<file path="src/rtl/spi_tgt_pkg.sv">
package spi_tgt_pkg;

  localparam int unsigned SPI_DW = 8;

  // edge that leaves the idle level
  function automatic logic lead_of(logic cpol, logic rise, logic fall);
    return cpol ? fall : rise;
  endfunction

  // edge that returns to the idle level
  function automatic logic trail_of(logic cpol, logic rise, logic fall);
    return cpol ? rise : fall;
  endfunction

  // phase 0 samples on the leading edge, phase 1 on the trailing edge
  function automatic logic samp_evt(logic cpha, logic lead, logic trail);
    return cpha ? trail : lead;
  endfunction

  function automatic logic drive_evt(logic cpha, logic lead, logic trail);
    return cpha ? lead : trail;
  endfunction

endpackage

</file>
<file path="src/rtl/spi_tgt_sync.sv">
module spi_tgt_sync #(
  parameter int unsigned N      = 3,
  parameter int unsigned STAGES = 2,
  parameter logic [N-1:0] RST_VAL = '0
) (
  input  logic         clk,
  input  logic         rst_n,
  input  logic [N-1:0] d_in,
  output logic [N-1:0] d_out
);
  for (genvar b = 0; b < N; b++) begin : g_bit
    logic [STAGES-1:0] chain;
    always_ff @(posedge clk or negedge rst_n) begin
      if (!rst_n) chain <= {STAGES{RST_VAL[b]}};
      else        chain <= {chain[STAGES-2:0], d_in[b]};
    end
    assign d_out[b] = chain[STAGES-1];
  end
endmodule

</file>
<file path="src/rtl/spi_tgt_edge.sv">
module spi_tgt_edge
  import spi_tgt_pkg::*;
(
  input  logic clk,
  input  logic rst_n,
  input  logic sck_s,
  input  logic cpol,
  output logic lead_evt,
  output logic trail_evt
);
  logic sck_d;
  logic rise, fall;

  always_ff @(posedge clk or negedge rst_n) begin
    if (!rst_n) sck_d <= 1'b0;
    else        sck_d <= sck_s;
  end

  assign rise      = sck_s & ~sck_d;
  assign fall      = ~sck_s & sck_d;
  assign lead_evt  = lead_of(cpol, rise, fall);
  assign trail_evt = trail_of(cpol, rise, fall);

  assert_edge_excl_R4: assert property (@(posedge clk) disable iff (!rst_n)
    !(lead_evt && trail_evt));
endmodule

</file>
<file path="src/rtl/spi_tgt_shift.sv">
module spi_tgt_shift
  import spi_tgt_pkg::*;
#(
  parameter int unsigned DW = SPI_DW,
  localparam int unsigned CW = $clog2(DW)
) (
  input  logic          clk,
  input  logic          rst_n,
  input  logic          cpha,
  input  logic          ss_s,
  input  logic          mosi_s,
  input  logic          lead_evt,
  input  logic          trail_evt,
  input  logic [DW-1:0] hold_q,
  output logic          out_bit,
  output logic          byte_done,
  output logic [DW-1:0] rx_byte
);
  logic [CW-1:0] cnt;
  logic [DW-1:0] tx_sh, rx_sh;
  logic          ss_d;
  logic          sel_start, samp, drive;
  logic [CW-1:0] idx;

  assign sel_start = ss_d & ~ss_s;
  assign samp      = ~ss_s & samp_evt(cpha, lead_evt, trail_evt);
  assign drive     = ~ss_s & drive_evt(cpha, lead_evt, trail_evt);
  assign idx       = CW'(DW - 1) - cnt;
  assign byte_done = samp && (cnt == CW'(DW - 1));
  assign rx_byte   = {rx_sh[DW-2:0], mosi_s};

  always_ff @(posedge clk or negedge rst_n) begin
    if (!rst_n) begin
      cnt     <= '0;
      tx_sh   <= '0;
      rx_sh   <= '0;
      out_bit <= 1'b0;
      ss_d    <= 1'b1;
    end else begin
      ss_d <= ss_s;
      if (ss_s) begin
        cnt <= '0;
      end else if (sel_start) begin
        tx_sh   <= hold_q;
        out_bit <= hold_q[DW-1];
        cnt     <= '0;
      end else begin
        if (samp) begin
          rx_sh <= rx_byte;
          if (byte_done) begin
            cnt <= '0;
            if (cpha) tx_sh <= hold_q;
          end else begin
            cnt <= cnt + 1'b1;
          end
        end
        if (drive && (cpha || cnt != '0)) out_bit <= tx_sh[idx];
      end
    end
  end

  assert_desel_cnt_R9: assert property (@(posedge clk) disable iff (!rst_n)
    ss_s |=> (cnt == '0));
  assert_desel_rx_R9: assert property (@(posedge clk) disable iff (!rst_n)
    ss_s |=> $stable(rx_sh));
  assert_reload_R5: assert property (@(posedge clk) disable iff (!rst_n)
    (byte_done && cpha) |=> (tx_sh == $past(hold_q)));
endmodule

</file>
<file path="src/rtl/spi_tgt_byte.sv">
module spi_tgt_byte
  import spi_tgt_pkg::*;
#(
  parameter int unsigned DW = SPI_DW,
  parameter int unsigned SYNC_STAGES = 2
) (
  input  logic          clk,
  input  logic          rst_n,
  input  logic          cfg_cpol,
  input  logic          cfg_cpha,
  input  logic          miso_oe_en,
  input  logic          wr_en,
  input  logic [DW-1:0] wr_data,
  input  logic          flag_clr,
  output logic [DW-1:0] rd_data,
  output logic          done_flag,
  output logic          wcol_flag,
  input  logic          sck_in,
  input  logic          ss_n_in,
  input  logic          mosi_in,
  output logic          miso_out,
  output logic          miso_oe
);
  logic          sck_s, ss_s, mosi_s;
  logic          lead_evt, trail_evt;
  logic          byte_done, wcol_evt;
  logic [DW-1:0] hold_q, rx_byte;

  // bit order: {sck, ss_n, mosi}; select resets inactive
  spi_tgt_sync #(.N(3), .STAGES(SYNC_STAGES), .RST_VAL(3'b010)) u_sync (
    .clk(clk), .rst_n(rst_n),
    .d_in({sck_in, ss_n_in, mosi_in}),
    .d_out({sck_s, ss_s, mosi_s})
  );

  spi_tgt_edge u_edge (
    .clk(clk), .rst_n(rst_n), .sck_s(sck_s), .cpol(cfg_cpol),
    .lead_evt(lead_evt), .trail_evt(trail_evt)
  );

  spi_tgt_shift #(.DW(DW)) u_shift (
    .clk(clk), .rst_n(rst_n), .cpha(cfg_cpha), .ss_s(ss_s), .mosi_s(mosi_s),
    .lead_evt(lead_evt), .trail_evt(trail_evt), .hold_q(hold_q),
    .out_bit(miso_out), .byte_done(byte_done), .rx_byte(rx_byte)
  );

  assign wcol_evt = wr_en & ~cfg_cpha & ~ss_s;
  assign miso_oe  = miso_oe_en & ~ss_s;

  always_ff @(posedge clk or negedge rst_n) begin
    if (!rst_n) begin
      hold_q    <= '0;
      rd_data   <= '0;
      done_flag <= 1'b0;
      wcol_flag <= 1'b0;
    end else begin
      if (wr_en && !wcol_evt) hold_q <= wr_data;
      if (byte_done) rd_data <= rx_byte;
      if (byte_done)     done_flag <= 1'b1;
      else if (flag_clr) done_flag <= 1'b0;
      if (wcol_evt)      wcol_flag <= 1'b1;
      else if (flag_clr) wcol_flag <= 1'b0;
    end
  end

  assert_done_set_R2: assert property (@(posedge clk) disable iff (!rst_n)
    byte_done |=> (done_flag && rd_data == $past(rx_byte)));
  assert_wcol_drop_R6: assert property (@(posedge clk) disable iff (!rst_n)
    wcol_evt |=> (wcol_flag && $stable(hold_q)));
  assert_wr_ok_R7: assert property (@(posedge clk) disable iff (!rst_n)
    (wr_en && cfg_cpha) |=> (hold_q == $past(wr_data)));
  assert_oe_gate_R8: assert property (@(posedge clk) disable iff (!rst_n)
    (ss_s || !miso_oe_en) |-> !miso_oe);
  assert_clear_R10: assert property (@(posedge clk) disable iff (!rst_n)
    (flag_clr && !byte_done && !wcol_evt) |=> (!done_flag && !wcol_flag));
endmodule

</file>
<file path="config.mk">
export PLATFORM = sky130hd
export DESIGN_NAME = spi_tgt_byte
export DESIGN_NICKNAME = d
export VERILOG_FILES = /design/src/rtl/spi_tgt_pkg.sv /design/src/rtl/spi_tgt_sync.sv /design/src/rtl/spi_tgt_edge.sv /design/src/rtl/spi_tgt_shift.sv /design/src/rtl/spi_tgt_byte.sv
export SDC_FILE = /design/constraint.sdc
export NUM_CORES = 1
export LEC_CHECK = 0
export ABC_AREA = 1
export BUFFER_PORTS_ARGS = -buffer_cell sky130_fd_sc_hd__buf_2
export CAP_MARGIN = 20
export CORE_MARGIN = 2
export CORE_UTILIZATION = 40
export CTS_BUF_LIST = sky130_fd_sc_hd__clkbuf_8
export DETAILED_ROUTE_END_ITERATION = 12
export GPL_TIMING_DRIVEN = 0
export PLACE_DENSITY = 0.62
export SLEW_MARGIN = 40
export SYNTH_ARGS = -nofsm -noshare
export SYNTH_HDL_FRONTEND = slang
export SYNTH_SLANG_ARGS = --single-unit
</file>
<file path="constraint.sdc">
create_clock -name clk -period 1.7 [get_ports clk]
set_input_delay 0.34 -clock clk [delete_from_list [all_inputs] [get_ports clk]]
set_output_delay 0.34 -clock clk [all_outputs]
set_load 0.01 [all_outputs]
</file>
==> results.sh <==
export IMPL_yosysWarnings=0
export IMPL_first_global_vias=1278
export IMPL_drt_pass1_iterations=4
export IMPL_placementRows=25
export IMPL_cts_tree="done"
export IMPL_ys_types=17
export IMPL_syn_to_final_growth_pct=15.9
export IMPL_ant_nets=0
export IMPL_tightest_slew_ns=0.555
export IMPL_crit_path_max_fanout=10
export IMPL_r2r_end="rd_data[6]"
export IMPL_core_um2=4690
export IMPL_slew_violations=0
export IMPL_clkLatencyLatePin_ns=0.30
export IMPL_routedWlPerCell_um=11.6
export IMPL_layout_commonest_cell="nand2_1"
export IMPL_cts_sinks=45
export IMPL_vias=1335
export IMPL_nFillCells=473
export IMPL_fin_nets=249
export IMPL_ys_seq_area_share_pct=58.1
export IMPL_slew_headroom_pct=63.0
export IMPL_hpwl_um=2350
export IMPL_dp_cells=275
export IMPL_fin_cells=283
export IMPL_rsz0062_at_grt="no"
export IMPL_syn_nets=213
export IMPL_period_needed_ns=1.56
export IMPL_post_route_drc_count=0
export IMPL_regArea_um2=1130
export IMPL_setup_violations=0
export IMPL_die_height_um=73.7
export IMPL_cts_root_buf="clkbuf_8"
export IMPL_clock_path_buffers=2
export IMPL_cp_slowest_cell="dfrtp_2"
export IMPL_r2r_slack_ns=0.14
export IMPL_grt_max_degree=46
export IMPL_syn_inst=192
export IMPL_io_buffers=29
export IMPL_p_leak_nw=1.16
export IMPL_antenna_found_initial=0
export IMPL_grt_pass1_wl_um=5750
export IMPL_min_period_over_period_pct=91.6
export IMPL_yosysTopAreaCell="dfrtp_1"
export IMPL_fmax_ghz=0.642
export IMPL_fin_hold_ws_ns=0.0236
export IMPL_cp_start_kind="register"
export IMPL_layout_common_cells="nand2_1 (42), dfrtp_1 (41), inv_1 (30)"
export IMPL_fin_skew_ns=0.00451
export IMPL_arrival_ns=1.75
export IMPL_worstPathRequired_ns=1.89
export IMPL_overflow=0
export IMPL_crit_chain="ha_1, ha_1, inv_1, nor2_1, nand2_4, buf_6, nand2_2, o21ai_2"
export IMPL_cts_made_buffers=5
export IMPL_cpMostUsedCell="ha_1"
export IMPL_reg2regPathDepth=8
export IMPL_yosysTopAreaCellShare_pct=54.1
export IMPL_first_iter_violations=57
export IMPL_r2r_start="u_shift.cnt[0]"
export IMPL_synthesis_area_um2=1940
export IMPL_io_pins=30
export IMPL_drt_wl_total_um=3300
export IMPL_path_class="reg -> reg"
export IMPL_die_w_um=73.7
export IMPL_cp_end_kind="register"
export IMPL_final_setup_tns_ns=0
export IMPL_ys_top_cells_by_area="dfrtp_1 (54%), nand2_1 (8.3%), o21ai_2 (6.3%), inv_1 (5.4%), nand3_1 (5.4%)"
export IMPL_post_cts_buffers=0
export IMPL_die_area_um2=5430
export IMPL_multi_input_area_um2=678
export IMPL_viasPerCell=4.72
export IMPL_p_per_area_nw_per_um2=976
export IMPL_drive_above_1_share_pct=32.3
export IMPL_hold_path_class="in -> async"
export IMPL_ir_drop_v=0.000590
export IMPL_cpPeakStageDelay_ns=0.43
export IMPL_track_usage_pct=14.1
export IMPL_cts_htree_levels=2
export IMPL_synth_seq_cells=45
export IMPL_avgSynthCellArea_um2=10.1
export IMPL_status="finished clean"
export IMPL_clk_pin_slew_ns=0.07
export IMPL_diodes=0
export IMPL_start_util_pct=41.4
export IMPL_cap_violations=0
export IMPL_hold_viol_final=0
export IMPL_gp_congestion=0.683
[cell families after synthesis]
family / count (synthesis) / share of synthesized area (%)
AOI/OAI and AO/OA: 28 / 10.5
and+or+nand+nor: 76 / 17.7
adders and majority gates: 3 / 1.93
DFF: 45 / 58.1
buffers and inverters: 32 / 7.14
muxes: 8 / 4.63
[layout make-up]
cell class | instances | share of cell area, %
plain buffers | 3 | 1.33
inverters | 29 | 4.83
multi-input cells | 115 | 30.1
flip-flops and latches | 45 | 50.2
clock buffers | 6 | 3.66
repair buffers | 29 | 6.55
well taps | 54 | 3.00
clock inverters | 2 | 0.333
[power by group]
part	switching (mW)	internal [mW]	total (mW)
combinational	0.186	0.120	0.306
sequential	0.0535	1.18	1.24
clock	0.337	0.319	0.656
total	0.576	1.62	2.20
[registers in the layout (all words and copies together) (netlist names)]
name,count
hold_q,8
u_shift.ss_d,1
u_sync.g_bit.chain,6
wcol_flag,1
rd_data,8
u_shift.out_bit,1
u_shift.cnt,3
done_flag,1
u_shift.rx_sh,7
u_shift.tx_sh,8
u_edge.sck_d,1
[critical path: cells and delay by family, from the launching register on]
kind | cells | cell delay (ns)
buf+inv | 2 | 0.24
simple gates | 3 | 0.38
flops | 1 | 0.43
compound gates | 1 | 0.04
fa+ha+maj | 2 | 0.35
[Yosys cell counts]
| library cell | number |
|---|---|
| mux2_2 | 8 |
| buf_6 | 2 |
| nand3_1 | 21 |
| nand4_1 | 2 |
| o21ai_4 | 1 |
| nand2_1 | 43 |
| o21ai_0 | 13 |
| nand2_4 | 2 |
| inv_2 | 1 |
| inv_1 | 28 |
| ha_1 | 3 |
| buf_4 | 1 |
| o21ai_2 | 14 |
| dfrtp_1 | 42 |
| nor2_1 | 3 |
| nand2_2 | 5 |
| dfstp_2 | 3 |
[how the worst max path moves through the flow]
| stage | from | to | slack (ns) | depth (start not counted) |
|---|---|---|---|---|
| final | u_shift.cnt[0] | rd_data[6] | 0.14 | 8 |
| after global routing | u_shift.cnt[0] | rd_data[7] | 0.01 | 8 |
| after CTS | u_shift.cnt[0] | rd_data[7] | 0.05 | 8 |
| after detailed placement | u_shift.cnt[0] | rd_data[7] | 0.06 | 8 |
| after global placement | u_shift.cnt[0] | u_shift.tx_sh[6] | 0.09 | 7 |
| after floorplan | u_shift.cnt[0] | rd_data[6] | 0.27 | 8 |
[per-stage QoR]
| stage | power [mW] | utilization, % | setup slack (ns) | area (µm²) |
|---|---|---|---|---|
| floorplan | 1.47 | - | 0.273 | 1940 |
| global placement | 1.56 | 46.0 | 0.0852 | 2160 |
| detailed placement | 1.57 | 46.0 | 0.0637 | 2160 |
| CTS | 2.24 | 47.9 | 0.0468 | 2250 |
| global route | 2.34 | 48.0 | 0.0141 | 2250 |
| finish | 2.20 | 48.0 | 0.143 | 2250 |
[what timing repair did]
item,CTS,global route
setup endpoints to repair,0,16
hold endpoints to repair,0,0
hold buffers,0,0
gates resized for setup,0,2
[per-layer routing]
layer	wire [µm]	track usage, %	up-vias	part of all wire [%]
li1	-	-	688	-
met1	1560	18.4	620	47
met2	1530	21.3	20	46
met3	148	5.35	7	4.5
met4	53	5.45	0	1.6
met5	0	0	-	0
Note: power is estimated with default switching activity, not from simulation.
